**src/rtl/cbc_sig_acc.sv**
```systemverilog
module cbc_sig_acc #(
   parameter int ADDR_W = 32,
   parameter int SIG_W  = 32,
   parameter int WT_W   = 4
) (
   input  logic              clk,
   input  logic              rst_n,
   input  logic              clr,
   input  logic              up_vld,
   input  logic [ADDR_W-1:0] up_addr,
   input  logic [WT_W-1:0]   up_wt,
   input  logic              dn_vld,
   input  logic [ADDR_W-1:0] dn_addr,
   output logic [SIG_W-1:0]  sig
);
   logic [SIG_W-1:0] up_ext, wt_ext, dn_ext, up_term, dn_term, delta;

   always_comb begin
      up_ext  = SIG_W'(up_addr);
      wt_ext  = SIG_W'(up_wt);
      dn_ext  = SIG_W'(dn_addr);
      up_term = up_vld ? up_ext * wt_ext : '0;
      dn_term = dn_vld ? dn_ext : '0;
      delta   = up_term - dn_term;
   end

   // clear and same-cycle event: the event seeds the next epoch
   always_ff @(posedge clk) begin
      if (!rst_n)   sig <= '0;
      else if (clr) sig <= delta;
      else          sig <= sig + delta;
   end

   AST_IDLE_HOLD: assert property (@(posedge clk) disable iff (!rst_n)
      (!up_vld && !dn_vld && !clr) |=> $stable(sig));
   AST_NET_ZERO: assert property (@(posedge clk) disable iff (!rst_n)
      (up_vld && dn_vld && SIG_W'(up_addr) == SIG_W'(dn_addr) && up_wt == WT_W'(1) && !clr)
      |=> $stable(sig));
endmodule

```
**config.mk**
```make
export PLATFORM = sky130hd
export DESIGN_NAME = cbc_sig_acc
export DESIGN_NICKNAME = d
export VERILOG_FILES = /design/src/rtl/cbc_sig_acc.sv
export SDC_FILE = /design/constraint.sdc
export NUM_CORES = 1
export LEC_CHECK = 0
export BUFFER_PORTS_ARGS = -buffer_cell sky130_fd_sc_hd__buf_2
export CAP_MARGIN = 25
export CORE_MARGIN = 1
export CORE_UTILIZATION = 45
export DETAILED_ROUTE_END_ITERATION = 10
export GPL_ROUTABILITY_DRIVEN = 0
export SLEW_MARGIN = 15
export SYNTH_ARGS = -nofsm -noshare
export SYNTH_HDL_FRONTEND = slang
export SYNTH_SLANG_ARGS = --single-unit
```
**constraint.sdc**
```tcl
create_clock -name clk -period 9.6 [get_ports clk]
set_input_delay 0.96 -clock clk [delete_from_list [all_inputs] [get_ports clk]]
set_output_delay 0.96 -clock clk [all_outputs]
set_load 0.005 [all_outputs]
```
Word-level counts from Yosys, hierarchy flattened

Cells that the tools add are included.

$mul: 1
Add/sub/neg operators: 2
Multiplexer cells: 3

Operators by type and width:

| cell                                          | count |
|---|---|
| 32-bit 2-to-1 mux                             | 3 |
| 32-bit adder                                  | 1 |
| 32-bit by 4-bit multiplier with 32-bit output | 1 |
| 32-bit subtractor                             | 1 |

Output and inout bits: 32
Word-level logic and storage cells: 7
Flip-flop bits (word level): 32
Bits of input ports: 73

Logic depth before layout (Yosys ltp)

Gate-level depths: netlist of the first run.

Word-level depth: 5
Depth in mapped cells: 37
Mapped depth without buffers: 34

Worst setup path before layout of the first run

OpenSTA, ideal clock, no wires.

Kind: input port to flip-flop
From: input port up_wt[2]
To: register sig[31]
Path buffers: 3
Data required time: 9.529 ns
Setup time: 0.071 ns
Arrival time: 8.084 ns
Cell stages on the path: 35
Slack: 1.445 ns
Cells stage by stage: clkbuf_1 -> clkbuf_1 -> nand2_1 -> fa_1 -> fa_1 -> inv_1 -> ha_1 -> a211oi_1 -> o21ai_1 -> o211ai_1 -> nand2_1 -> a21oi_1 -> o21bai_1 -> xnor2_1 -> nor2_1 -> ha_1 -> clkbuf_1 -> nand3_1 -> a2111oi_0 -> o211ai_1 -> nand3_1 -> and2_1 -> o21a_1 -> nor2_1 -> xnor2_1 -> ha_1 -> or4_1 -> a311o_1 -> a41o_2 -> a31oi_4 -> nor4_2 -> o31a_1 -> xnor2_1 -> or3_1 -> a21oi_1

Longest elaborated chain between the ends: 5

RTL lines:

| element                                         | line | source |
|---|---|---|
| from (decl)                                     | 11   | `input logic [WT_W-1:0] up_wt,` |
| 32-bit by 4-bit multiplier with 32-bit output * | 22   | `up_term = up_vld ? up_ext * wt_ext : '0;` |
| 32-bit 2-to-1 mux *                             | 22   |  |
| 32-bit subtractor *                             | 24   | `delta = up_term - dn_term;` |
| 32-bit adder                                    | 31   | `else sig <= sig + delta;` |
| 32-bit 2-to-1 mux *                             | 30   | `else if (clr) sig <= delta;` |
| to (signal assigned)                            | 30   |  |
| to (signal assigned)                            | 31   |  |
| to (decl)                                       | 14   | `output logic [SIG_W-1:0] sig` |

Mark *: on every way between the ends. The rest lies on a longest branch, timed or not.
A chain may end at the register's enable or synchronous reset.

Worst setup path after layout of the first run

From: input port up_wt[1]
To: register sig[31]

Same word-level chain as after synthesis.

==> qor.csv, run 1 <==
stage,metric,value,unit
outcome,status,"finished, final reports clean",
global_route,grt total ovfl,0,
clock_tree,Skew-Pair Late Insertion Delay,290,ps
worst_setup_path,Slowest cell on crit path,fa_1,
yosys,Yosys reg bits,32,
yosys,Synth Flop Type,dfxtp_1,
yosys,"FFs w/ async S/R, synth",0,%
detailed_routing,drt total wl,19200,um
finish,fill cell count,1801,
clock_tree,total clock buffers created by CTS,5,
timing,post-route clock period utilization,86.6,%
worst_setup_path,CP bufs+invs,2,
detailed_routing,vias per cell,5.31,
yosys,yosys warns,0,
finish,Register Area,641,um^2
timing,unrepaired setup endpoints after global routing,false,
global_route,largest net degree at the start of global routing,40,
global_route,first-pass GRT wire length,32800,um
global_route,vias in the first global route,7021,
finish,max reg flops,32,
timing,Fmax achieved,0.120,GHz
floorplan,die width,135,um
clock_tree,clk sink count,32,
finish,fin util,51.0,%
job,max-cap violations,0,
worst_setup_path,"Req. time, crit path",9790,ps
worst_setup_path,RR Startpoint,sig[0]$_SDFF_PN0_,
floorplan,Core ar.,0.0174,mm^2
floorplan,die span in y,135,um
timing,Final Hold Fails,0,
placement,placed cells,1388,
min_path,HP Class,reg -> reg,
finish,share of layout cells above drive strength 1,10.8,%
worst_setup_path,largest stage delay on the critical path,540,ps
worst_setup_path,capturing element type of the critical path,register,
floorplan,I/O pin count,105,
clock_tree,CTS root buf,clkbuf_16,
timing,Worst slew margin,44.0,%
power_and_ir_drop,worst vdd ir,195,uV
worst_setup_path,CP top delay family,compound AO/OA/AOI/OAI gates,
placement,PortBufs,104,
worst_setup_path,beginning of the critical path,up_wt[1],
clock_tree,CTS max path bufs,2,
finish,Largest regs,sig (32),
yosys,synthesized area,0.00802,mm^2
timing,worst-margin pin slew,835,ps
yosys,post-synthesis net count,1317,
worst_setup_path,Startpoint Class,primary input,
global_route,Total GRT Usage,21.9,%
worst_setup_path,worst path arrival time,8510,ps
finish,diode count,0,
finish,Multi-input gate area,0.00681,mm^2
detailed_routing,via count,7414,
detailed_routing,DRT antenna net count,0,
yosys,register area share after synthesis,7.99,%
timing,clk_skew,5.56,ps
floorplan,die area,0.0184,mm^2
yosys,Gate Count Post-Synth,1087,
min_path,hold path start,sig[0]$_SDFF_PN0_,
detailed_routing,total iterations of the first detailed-routing run,5,
detailed_routing,routed len/inst,13.7,um
timing,setup TNS,0,ps
clock_tree,depth of the CTS H-tree,2,
finish,Final nets,1400,
floorplan,Std-Cell Rows,48,
clock_tree,"Hold-fix buffers, CTS",0,
detailed_routing,DRC,0,
yosys,syn_area_per_cell,7.38,um^2
power_and_ir_drop,Leakage,4.55,nW
timing,final setup vio count,0,
detailed_routing,drt initial violations,403,
yosys,Post-synth EDFFs,0,
clock_tree,number of gates resized after CTS,0,
finish,"commonest non-fill, non-tap cell in the layout",nand2_1,
power_and_ir_drop,PD cells,293,mW/mm^2
finish,"Area growth, synth to finish",10.4,%
global_route,initial antenna violation count,0,
placement,DP HPWL,16100,um
clock_tree,setup bufs post-CTS,0,
floorplan,Initial Utilization,46.2,%
yosys,synth unique cells,72,
timing,Slew Limit Fails,0,
clock_tree,clk slew on worst S/H paths,50,ps
finish,largest register by flop count,sig,
finish,Final Non-Filler Cells,1396,
finish,most frequent cells in the layout,"140 x nand2_1, 116 x inv_1, 104 x buf_2",
worst_setup_path,crit-path max FO,31,
clock_tree,CTS tree,built,
timing,Tmin final,8320,ps
worst_setup_path,critical path type,in -> reg,
## synth_stat cells, drive strengths merged, types with 16 or more instances
cell type	count	share of area [%]
ha	98	15
nor2	93	4.4
fa	59	15
o21ai	50	3.1
nand2	140	6.6
nand3	16	1.0
xnor2	50	5.7
a21oi	82	5.1
a21o	36	3.4
clkbuf	24	1.2
nor3	23	1.4
dfxtp	32	8.0
inv	116	5.4
xor2	19	2.1
and2	81	6.3
## path summary, 6_finish.rpt
| path | to | cells after the start | slack (ps) |
|---|---|---|---|
| setup / recovery | sig[31]$_SDFF_PN0_ | 33 | 1280 |
| hold / removal | sig[0]$_SDFF_PN0_ | 3 | 620 |
| setup reg to reg | sig[28]$_SDFF_PN0_ | 12 | 6200 |
| hold reg to reg | sig[0]$_SDFF_PN0_ | 3 | 620 |
## cell type report
| cell class | instances | area share (%) |
|---|---|---|
| sequential | 32 | 7.23 |
| multi-input combinational | 908 | 76.9 |
| inverter | 118 | 5.00 |
| clock buffer | 6 | 1.57 |
| tap | 225 | 3.18 |
| timing repair buffer | 105 | 5.96 |
| clock inverter | 2 | 0.113 |
## power breakdown
part	leakage, nW	internal (mW)	switching [mW]
Sequential	0.266	0.188	0.0348
Combinational	4.21	0.981	1.23
Clock	0.0766	0.102	0.0592
## tightest hold or removal path, cell delays in order, from the launching register on
cell     delay (ps)
dfxtp_1         330
ha_1            130
mux2i_1          60
nor2_1           70
## cells by family (layout without fill, tap and decap cells)
kind of cell | after synthesis | in the layout | synth area share [%]
DFF | 32 | 32 | 7.99
adders and majority gates | 157 | 157 | 30.0
buffers and inverters | 147 | 231 | 7.04
AOI/OAI and AO/OA | 262 | 262 | 21.4
muxes | 6 | 6 | 0.749
and+or+nand+nor | 413 | 413 | 24.8
xor gates and xnor gates | 70 | 70 | 8.05
## metrics by stage
step	total power [mW]	worst slack [ps]	cell area (um^2)	hold slack, ps
4_1_cts	2.60	1290	8860	630
5_1_grt	2.90	602	8860	699
3_3_place_gp	2.41	1140	8710	599
2_1_floorplan	1.99	1440	8020	610
3_5_place_dp	2.42	1010	8710	616
6_report	2.60	1280	8860	619
## per-layer routing
layer,vias up,track usage (%),share of wire [%]
met3,25,1.46,3.0
met1,3362,31.0,51
met5,-,0,0
li1,3878,-,-
met4,0,6.37,2.2
met2,149,35.6,44
Power figures use the tool's default switching activity.
==> run 2: changes to the inputs <==
--- a/config.mk
+++ b/config.mk
@@ -11,6 +11,7 @@
 export CORE_UTILIZATION = 45
 export DETAILED_ROUTE_END_ITERATION = 10
 export GPL_ROUTABILITY_DRIVEN = 0
+export SETUP_SLACK_MARGIN = 0.3
 export SLEW_MARGIN = 15
 export SYNTH_ARGS = -nofsm -noshare
 export SYNTH_HDL_FRONTEND = slang
==> constraint.sdc (replaced) <==
create_clock -name clk -period 8.99 [get_ports clk]
set_input_delay 0.899 -clock clk [delete_from_list [all_inputs] [get_ports clk]]
set_output_delay 0.899 -clock clk [all_outputs]
set_load 0.005 [all_outputs]
==> run 2 against run 1 <==
Via count grew 0.20%. Worst hold slack lost 1.8 ps. Critical path depth shrank 2. Sequential cell count is the same. Highest routed layer unchanged. Sequential power grew 7%. Cell count is the same. Routed wire length grew 0.98%. Global-route usage grew 0.069 points. Register-to-register slack lost 550 ps. Power grew 7.4%. Critical path type unchanged. Sequential share of layout area is essentially flat.
==> qor.csv, run 2 (synthesized netlist as in run 1, its figures left out) <==
stage,metric,value,unit,change
outcome,status,"finished, final reports clean",,
floorplan,die width,135,um,unchanged
timing,final setup vio count,0,,unchanged
global_route,first-pass GRT wire length,32900,um,+0.38%
detailed_routing,drt initial violations,362,,-10%
detailed_routing,total iterations of the first detailed-routing run,5,,unchanged
detailed_routing,DRT antenna net count,0,,unchanged
detailed_routing,routed len/inst,13.9,um,+0.98%
worst_setup_path,"Req. time, crit path",9180,ps,-610 ps
clock_tree,setup bufs post-CTS,0,,unchanged
clock_tree,clk sink count,32,,unchanged
finish,diode count,0,,unchanged
clock_tree,CTS tree,built,,
job,max-cap violations,0,,unchanged
timing,worst-margin pin slew,805,ps,-29.8 ps
global_route,initial antenna violation count,0,,unchanged
clock_tree,CTS root buf,clkbuf_16,,
detailed_routing,vias per cell,5.32,,+0.20%
worst_setup_path,critical path type,in -> reg,,
global_route,Total GRT Usage,22.0,%,+0.069 points
timing,clk_skew,4.10,ps,-1.46 ps
timing,setup TNS,0,ps,unchanged
global_route,grt total ovfl,0,,unchanged
worst_setup_path,largest stage delay on the critical path,530,ps,about the same
floorplan,die area,0.0184,mm^2,unchanged
timing,Slew Limit Fails,0,,unchanged
finish,"Area growth, synth to finish",10.7,%,
global_route,vias in the first global route,7064,,+0.61%
floorplan,I/O pin count,105,,unchanged
clock_tree,CTS max path bufs,2,,unchanged
detailed_routing,drt total wl,19400,um,+0.98%
finish,largest register by flop count,sig,,
floorplan,Std-Cell Rows,48,,unchanged
power_and_ir_drop,Leakage,4.56,nW,about the same
power_and_ir_drop,PD cells,314,mW/mm^2,+7.2%
floorplan,die span in y,135,um,unchanged
worst_setup_path,capturing element type of the critical path,register,,
timing,Tmin final,8220,ps,
power_and_ir_drop,total power,2.79,mW,+7.4%
clock_tree,Skew-Pair Late Insertion Delay,290,ps,about the same
timing,post-route clock period utilization,91.4,%,
floorplan,Core ar.,0.0174,mm^2,unchanged
global_route,largest net degree at the start of global routing,40,,unchanged
worst_setup_path,Slowest cell on crit path,fa_1,,
clock_tree,clk slew on worst S/H paths,50,ps,about the same
min_path,HP Class,reg -> reg,,
timing,Fmax achieved,0.122,GHz,
clock_tree,total clock buffers created by CTS,5,,unchanged
finish,Final nets,1400,,unchanged
timing,unrepaired setup endpoints after global routing,false,,
detailed_routing,DRC,0,,unchanged
timing,Worst slew margin,46.0,%,+2.0 points
placement,PortBufs,104,,unchanged
worst_setup_path,crit-path max FO,31,,unchanged
floorplan,Initial Utilization,46.2,%,unchanged
finish,max reg flops,32,,unchanged
power_and_ir_drop,worst vdd ir,197,uV,+0.95%
clock_tree,depth of the CTS H-tree,2,,unchanged
placement,DP HPWL,16100,um,+0.23%
worst_setup_path,Startpoint Class,primary input,,
finish,most frequent cells in the layout,"140 x nand2_1, 116 x inv_1, 101 x buf_2",,
detailed_routing,via count,7429,,+0.20%
finish,share of layout cells above drive strength 1,11.0,%,+0.17 points
timing,Final Hold Fails,0,,unchanged
finish,fill cell count,1774,,-1.5%
finish,Largest regs,sig (32),,
finish,"commonest non-fill, non-tap cell in the layout",nand2_1,,
worst_setup_path,worst path arrival time,8410,ps,-100 ps
## run 2: through the flow
| step | setup slack [ps] | hold slack, ps | instances | util (%) | cell area (um^2) |
|---|---|---|---|---|---|
| 2_1_floorplan | 896 | 610 | 1087 | - | 8020 |
| 3_3_place_gp | 592 | 599 | 1388 | 50.2 | 8710 |
| 3_5_place_dp | 431 | 613 | 1388 | 50.2 | 8710 |
| 4_1_cts | 705 | 627 | 1396 | 51.0 | 8860 |
| 5_1_grt | 303 | 717 | 1396 | 51.1 | 8880 |
| 6_report | 770 | 617 | 1396 | 51.1 | 8880 |
## run 2: worst max-delay path: cells and delay by family
| family | cells | cell delay [ps] |
|---|---|---|
| adders and majority gates | 5 | 1970 |
| AOI/OAI and AO/OA | 11 | 3030 |
| and+or+nand+nor | 9 | 1730 |
| xor gates and xnor gates | 3 | 440 |
| buffers and inverters | 3 | 340 |
## run 2: path summary, 6_finish.rpt
check	start	end	slack (ps)	cells after the start
worst max-delay path	up_wt[1]	sig[31]$_SDFF_PN0_	770	31
worst min-delay path	sig[0]$_SDFF_PN0_	sig[0]$_SDFF_PN0_	620	3
worst max register to register	sig[0]$_SDFF_PN0_	sig[28]$_SDFF_PN0_	5650	12
worst min register to register	sig[0]$_SDFF_PN0_	sig[0]$_SDFF_PN0_	620	3
## run 2: metal layers
layer  wire [um]  track usage, %  part of all wire [%]
met1        9990            31.4                    52
met2        8600            35.8                    44
met3         463            1.31                   2.4
met4         313            5.62                   1.6
met5           0               0                     0
## run 2: where the power goes
group          total [mW]  internal (mW)  switching, mW
sequential          0.238          0.201         0.0370
clock               0.174          0.109         0.0651
combinational        2.38           1.05           1.33
## run 2: area by class of cell
cell class / instances / area, um^2 / share of cell area (%)
Clock buffer: 6 / 139 / 1.56
Clock inverter: 2 / 10.0 / 0.113
Inverter: 118 / 443 / 4.99
Multi-Input combinational cell: 908 / 6830 / 76.9
Sequential cell: 32 / 641 / 7.22
Tap cell: 225 / 282 / 3.17
Timing Repair Buffer: 105 / 536 / 6.03
## run 2: what timing repair did
item / CTS / global route
endpoints found under the setup margin: 0 / 3
gates resized for setup: 0 / 7
hold buffers: 0 / 0
